===== src/rtl/irqse_pkg.sv =====
package irqse_pkg;
    localparam int unsigned REG_BITS = 8;
    typedef logic [REG_BITS-1:0] reg_byte_t;
endpackage


===== src/rtl/irqse_edge.sv =====
module irqse_edge #(
    parameter int unsigned WIDTH = 6
) (
    input  logic             clk,
    input  logic             rst_n,
    input  logic [WIDTH-1:0] lvl,
    output logic [WIDTH-1:0] rise
);
    typedef struct packed {
        logic [WIDTH-1:0] prev;
    } edge_st_t;

    edge_st_t st_d, st_q;

    always_comb begin
        st_d      = st_q;
        st_d.prev = lvl;
    end

    always_ff @(posedge clk or negedge rst_n) begin
        if (!rst_n) st_q <= '0;
        else        st_q <= st_d;
    end

    assign rise = lvl & ~st_q.prev;
endmodule


===== src/rtl/irqse_pend.sv =====
module irqse_pend #(
    parameter int unsigned WIDTH = 6
) (
    input  logic             clk,
    input  logic             rst_n,
    input  logic             wr_en,
    input  logic [WIDTH-1:0] wr_mask,
    input  logic [WIDTH-1:0] rise,
    output logic [WIDTH-1:0] pend,
    output logic [WIDTH-1:0] en
);
    typedef struct packed {
        logic [WIDTH-1:0] en;
        logic [WIDTH-1:0] pend;
    } pend_st_t;

    pend_st_t st_d, st_q;

    always_comb begin
        st_d = st_q;
        if (wr_en) st_d.en = wr_mask;
        for (int i = 0; i < int'(WIDTH); i++) begin
            // capture gated by the old mask, cleared by the new one
            st_d.pend[i] = (st_q.pend[i] | (rise[i] & st_q.en[i])) & st_d.en[i];
        end
    end

    always_ff @(posedge clk or negedge rst_n) begin
        if (!rst_n) st_q <= '0;
        else        st_q <= st_d;
    end

    assign pend = st_q.pend;
    assign en   = st_q.en;


    mask_clears_chk: assert property (@(posedge clk) disable iff (!rst_n)
        (st_q.pend & ~st_q.en) == '0);


    gated_capture_chk: assert property (@(posedge clk) disable iff (!rst_n)
        (st_q.pend & ~$past(st_q.pend) & ~$past(st_q.en)) == '0);


    sticky_chk: assert property (@(posedge clk) disable iff (!rst_n)
        ($past(st_q.pend) & st_q.en & ~st_q.pend) == '0);
endmodule


===== src/rtl/irq_src_ctrl.sv =====
module irq_src_ctrl
    import irqse_pkg::*;
#(
    parameter int unsigned NUM_SRC = 6
) (
    input  logic                clk,
    input  logic                rst_n,
    input  logic                wr_en,
    input  logic [REG_BITS-1:0] wr_data,
    input  logic [NUM_SRC-1:0]  src_in,
    output logic [REG_BITS-1:0] rd_data,
    output logic                irq
);
    logic [NUM_SRC-1:0] rise;
    logic [NUM_SRC-1:0] pend;
    logic [NUM_SRC-1:0] en;

    irqse_edge #(.WIDTH(NUM_SRC)) u_edge (
        .clk   (clk),
        .rst_n (rst_n),
        .lvl   (src_in),
        .rise  (rise)
    );

    irqse_pend #(.WIDTH(NUM_SRC)) u_pend (
        .clk     (clk),
        .rst_n   (rst_n),
        .wr_en   (wr_en),
        .wr_mask (wr_data[NUM_SRC-1:0]),
        .rise    (rise),
        .pend    (pend),
        .en      (en)
    );

    generate
        if (NUM_SRC < REG_BITS) begin : g_pad
            logic unused_hi_bits;
            assign unused_hi_bits = ^wr_data[REG_BITS-1:NUM_SRC];
            assign rd_data = {{(REG_BITS - NUM_SRC){1'b0}}, pend};
        end else begin : g_full
            assign rd_data = pend;
        end
    endgenerate

    assign irq = |pend;


    needs_high_chk: assert property (@(posedge clk) disable iff (!rst_n)
        (pend & ~$past(pend) & ~$past(src_in)) == '0);


    needs_low_before_chk: assert property (@(posedge clk) disable iff (!rst_n)
        (pend & ~$past(pend) & $past(src_in, 2)) == '0);


    irq_cause_chk: assert property (@(posedge clk) disable iff (!rst_n)
        $rose(irq) |-> ($past(src_in & en) != '0));
endmodule


===== config.mk =====
export PLATFORM = sky130hd
export DESIGN_NAME = irq_src_ctrl
export DESIGN_NICKNAME = d
export VERILOG_FILES = /design/src/rtl/irqse_pkg.sv /design/src/rtl/irqse_edge.sv /design/src/rtl/irqse_pend.sv /design/src/rtl/irq_src_ctrl.sv
export SDC_FILE = /design/constraint.sdc
export NUM_CORES = 1
export LEC_CHECK = 0
export CORE_AREA = 10 10 47 49
export DETAILED_ROUTE_END_ITERATION = 10
export DIE_AREA = 0 0 57 59
export DONT_BUFFER_PORTS = 1
export PLACE_DENSITY = 0.63
export REMOVE_ABC_BUFFERS = 1
export SYNTH_ARGS = -nofsm -noshare
export SYNTH_HDL_FRONTEND = slang
export SYNTH_SLANG_ARGS = --single-unit

===== constraint.sdc =====
create_clock -name clk -period 1.05 [get_ports clk]
set_clock_uncertainty 0.15 [all_clocks]
set_input_delay 0.1575 -clock clk [delete_from_list [all_inputs] [get_ports clk]]
set_output_delay 0.1575 -clock clk [all_outputs]
set_load 0.02 [all_outputs]

==> impl_metrics.py <==
metrics = {
    "pwr": {
        "swShare": 0.251,
        "seq_power_share": 0.524,
        "cellPowerDensity_nw_per_um2": 1480,
        "p_int_mw": 1.11,
        "power_mw": 1.48,
        "power_switching_mw": 0.372,
        "p_clk_frac": 0.285,
        "combinationalPowerShare": 0.191,
        "power.leakage_nw": 0.507,
        "vdd_drop_max_uv": 899,
    },
    "cells_and_area": {
        "area_growth_pct": 45.7,
        "fillCellCount": 107,
        "finalInstanceArea_um2": 1000,
        "drive_gt1_frac": 0.311,
        "diodes": 0,
        "nets": 92,
        "utilization": 0.717,
    },
    "timing": {
        "drv_slew": 0,
        "tns_ns": -1.40,
        "maxSlewHeadroom": 0.485,
        "hold_viol_final": 18,
        "setup_viol": 9,
        "rsz0062_at_grt": "true",
        "finalCritPeriodShare": 1.43,
        "fin_ws_ns": -0.452,
        "fmax_ghz": 0.666,
        "fin_crit_ns": 1.50,
        "worst_pin_slew_ns": 0.772,
        "holdWs_ns": -0.152,
    },
    "synth": {
        "syn_inst": 46,
        "ys_warn_count": 0,
        "synth-seq-area-share": 0.653,
        "synth_most_common_cell": "dfrtp_1",
        "synth_largest_area_cell": "dfrtp_1",
        "synth_top_area_frac": 0.653,
        "synth_ff_type": "dfrtp_1",
        "avgSynthCellArea_um2": 15.0,
        "ys_top_cells_by_count": "18 x dfrtp_1, 5 x and3b_1, 5 x mux2_4, 5 x o21a_1",
        "ys_ff_latch": 18,
        "async_reset_ff_frac": 1.00,
        "synth_area_leaders": "dfrtp_1 65%, mux2_4 11%, and3b_1 6.4%, o21a_1 5.4%, buf_4 2.2%",
        "synth_edf_count": 0,
        "yosysUniqueCellTypes": 15,
        "syn_area_um2": 689,
    },
    "routing": {
        "drc": 0,
        "antenna_left": 0,
        "drtIter0Drc": 4,
        "dr.pass1.iters": 2,
        "totalWireLength_um": 1580,
        "wl_per_cell_um": 17.5,
        "via_per_inst": 5.04,
        "route.vias.total": 454,
    },
    "critical_path": {
        "start_kind": "flop",
        "cp_max_fo": 2,
        "cp.required_ns": 0.74,
        "crit_start": "u_pend.pend[2]",
        "timing.rr.start": "u_pend.pend[0]",
        "end_kind": "output port",
        "crit_arrival_ns": 1.19,
        "crit_type": "flop to output port",
    },
    "clock_network": {
        "clk_pin_slew_ns": 0.10,
        "cts_tree": "built",
        "cts_buffers": 3,
        "clock_path_buffers": 2,
        "cts_num_sinks": 18,
        "clk_latency_ns": 0.29,
        "htree_levels": 1,
        "root_buffer": "clkbuf_4",
    },
    "min_path": {
        "hp-class": "primary input to asynchronous set/reset pin",
    },
    "floorplanning": {
        "num_io_pins": 26,
        "start_util": 0.492,
        "die_x_um": 57,
        "core_region_area_um2": 1400,
        "die_area_um2": 3360,
        "fp.dieH_um": 59,
        "rows": 14,
    },
    "job": {
        "cap_violations": 0,
    },
    "global_route": {
        "grt_overflow": 0,
        "grt_pass1_wl_um": 2480,
        "grt_pass1_vias": 498,
        "grt_max_degree": 19,
        "antenna_found_initial": 0,
        "grt_use_total": 0.0951,
    },
    "status": {
        "status": "finished, violations left",
        "violations": "hold timing, setup timing",
    },
    "placed_design": {
        "dp_slack_ns": -0.118,
        "placed_area_um2": 732,
        "globalplace.congestion": 0.652,
        "dp_hpwl_um": 1110,
        "port_buffers": 0,
    },
}
worst paths after layout:
| path | to | slack [ns] | cells past startpoint |
|---|---|---|---|
| max | irq | -0.45 | 2 |
| min in group clk | u_edge.st_q[3] | 0.28 | 1 |
| min | u_pend.en[3] | -0.15 | 1 |
| max reg2reg | u_pend.pend[0] | -0.11 | 4 |
| min reg2reg | u_pend.pend[0] | 0.38 | 2 |
| max in group asynchronous | u_pend.pend[0] | 0.42 | 1 |
placed cells by master, fill, tap and decap left out, drive strengths merged:
master,count
dlymetal6s4s,1
o21a,5
dlygate4sd3,13
buf,11
clkbuf,4
dfrtp,18
nor2,1
mux2,6
conb,2
and3b,5
nand2b,1
a21oi,1
inv,2
a221oi,1
nor4,1
dlymetal6s2s,1
nand2,1
logic make-up (layout without fill, tap and decap cells):
family          Yosys count  in the layout  share of synthesized area
flops                    18             18                      0.653
simple gates              9              9                     0.0926
compound gates            7              7                     0.0744
mux                       6              6                      0.125
buf+inv                   5             32                     0.0490
other cells               1              2                    0.00544
critical path: stages (launching register included):
cell	delay (ns)
dfrtp_1	0.39
nor4_1	0.29
nand2_1	0.22
flip-flops by register name, summed over array words and instances (netlist names):
name         count
u_pend.en        6
u_edge.st_q      6
u_pend.pend      6
what timing repair did:
| action | in CTS | in global routing |
|---|---|---|
| hold buffers | 14 | 1 |
| setup buffers | 1 | 4 |
| pin swaps | 2 | 3 |
| resized for setup | 5 | 8 |
| hold endpoints to repair | 36 | 19 |
| endpoints found under the setup margin | 7 | 37 |
power by group through the flow:
stage / Combinational [mW] / Sequential (mW) / Clock (mW)
floorplan: 0.0981 / 0.803 / 0
global placement: 0.163 / 0.783 / 0
detailed placement: 0.169 / 0.788 / 0
CTS: 0.247 / 0.777 / 0.426
global route: 0.305 / 0.785 / 0.464
finish: 0.284 / 0.778 / 0.423
per-layer routing:
| layer | part of all wire | up-vias | global-route usage |
|---|---|---|---|
| met1 | 0.39 | 229 | 0.0926 |
| li1 | - | 210 | - |
| met2 | 0.54 | 15 | 0.169 |
| met4 | 0 | 0 | 0.0503 |
| met5 | 0 | - | 0 |
| met3 | 0.074 | 0 | 0.0386 |
area by class of cell:
| type | count | area, um^2 | share of cell area |
|---|---|---|---|
| sequential | 18 | 450 | 0.448 |
| timing repair buffer | 26 | 264 | 0.263 |
| multi-input combinational | 24 | 226 | 0.225 |
| clock buffer | 4 | 36.3 | 0.0361 |
| tap | 16 | 20.0 | 0.0199 |
| inverter | 2 | 7.51 | 0.00747 |
metrics by stage:
step / hold slack (ns) / std cells
floorplan: -0.288 / 44
global placement: -0.288 / 66
detailed placement: -0.287 / 66
CTS: 0.00200 / 85
global route: -0.105 / 90
finish: -0.152 / 90
No activity file was read; power rests on OpenSTA's default activity.
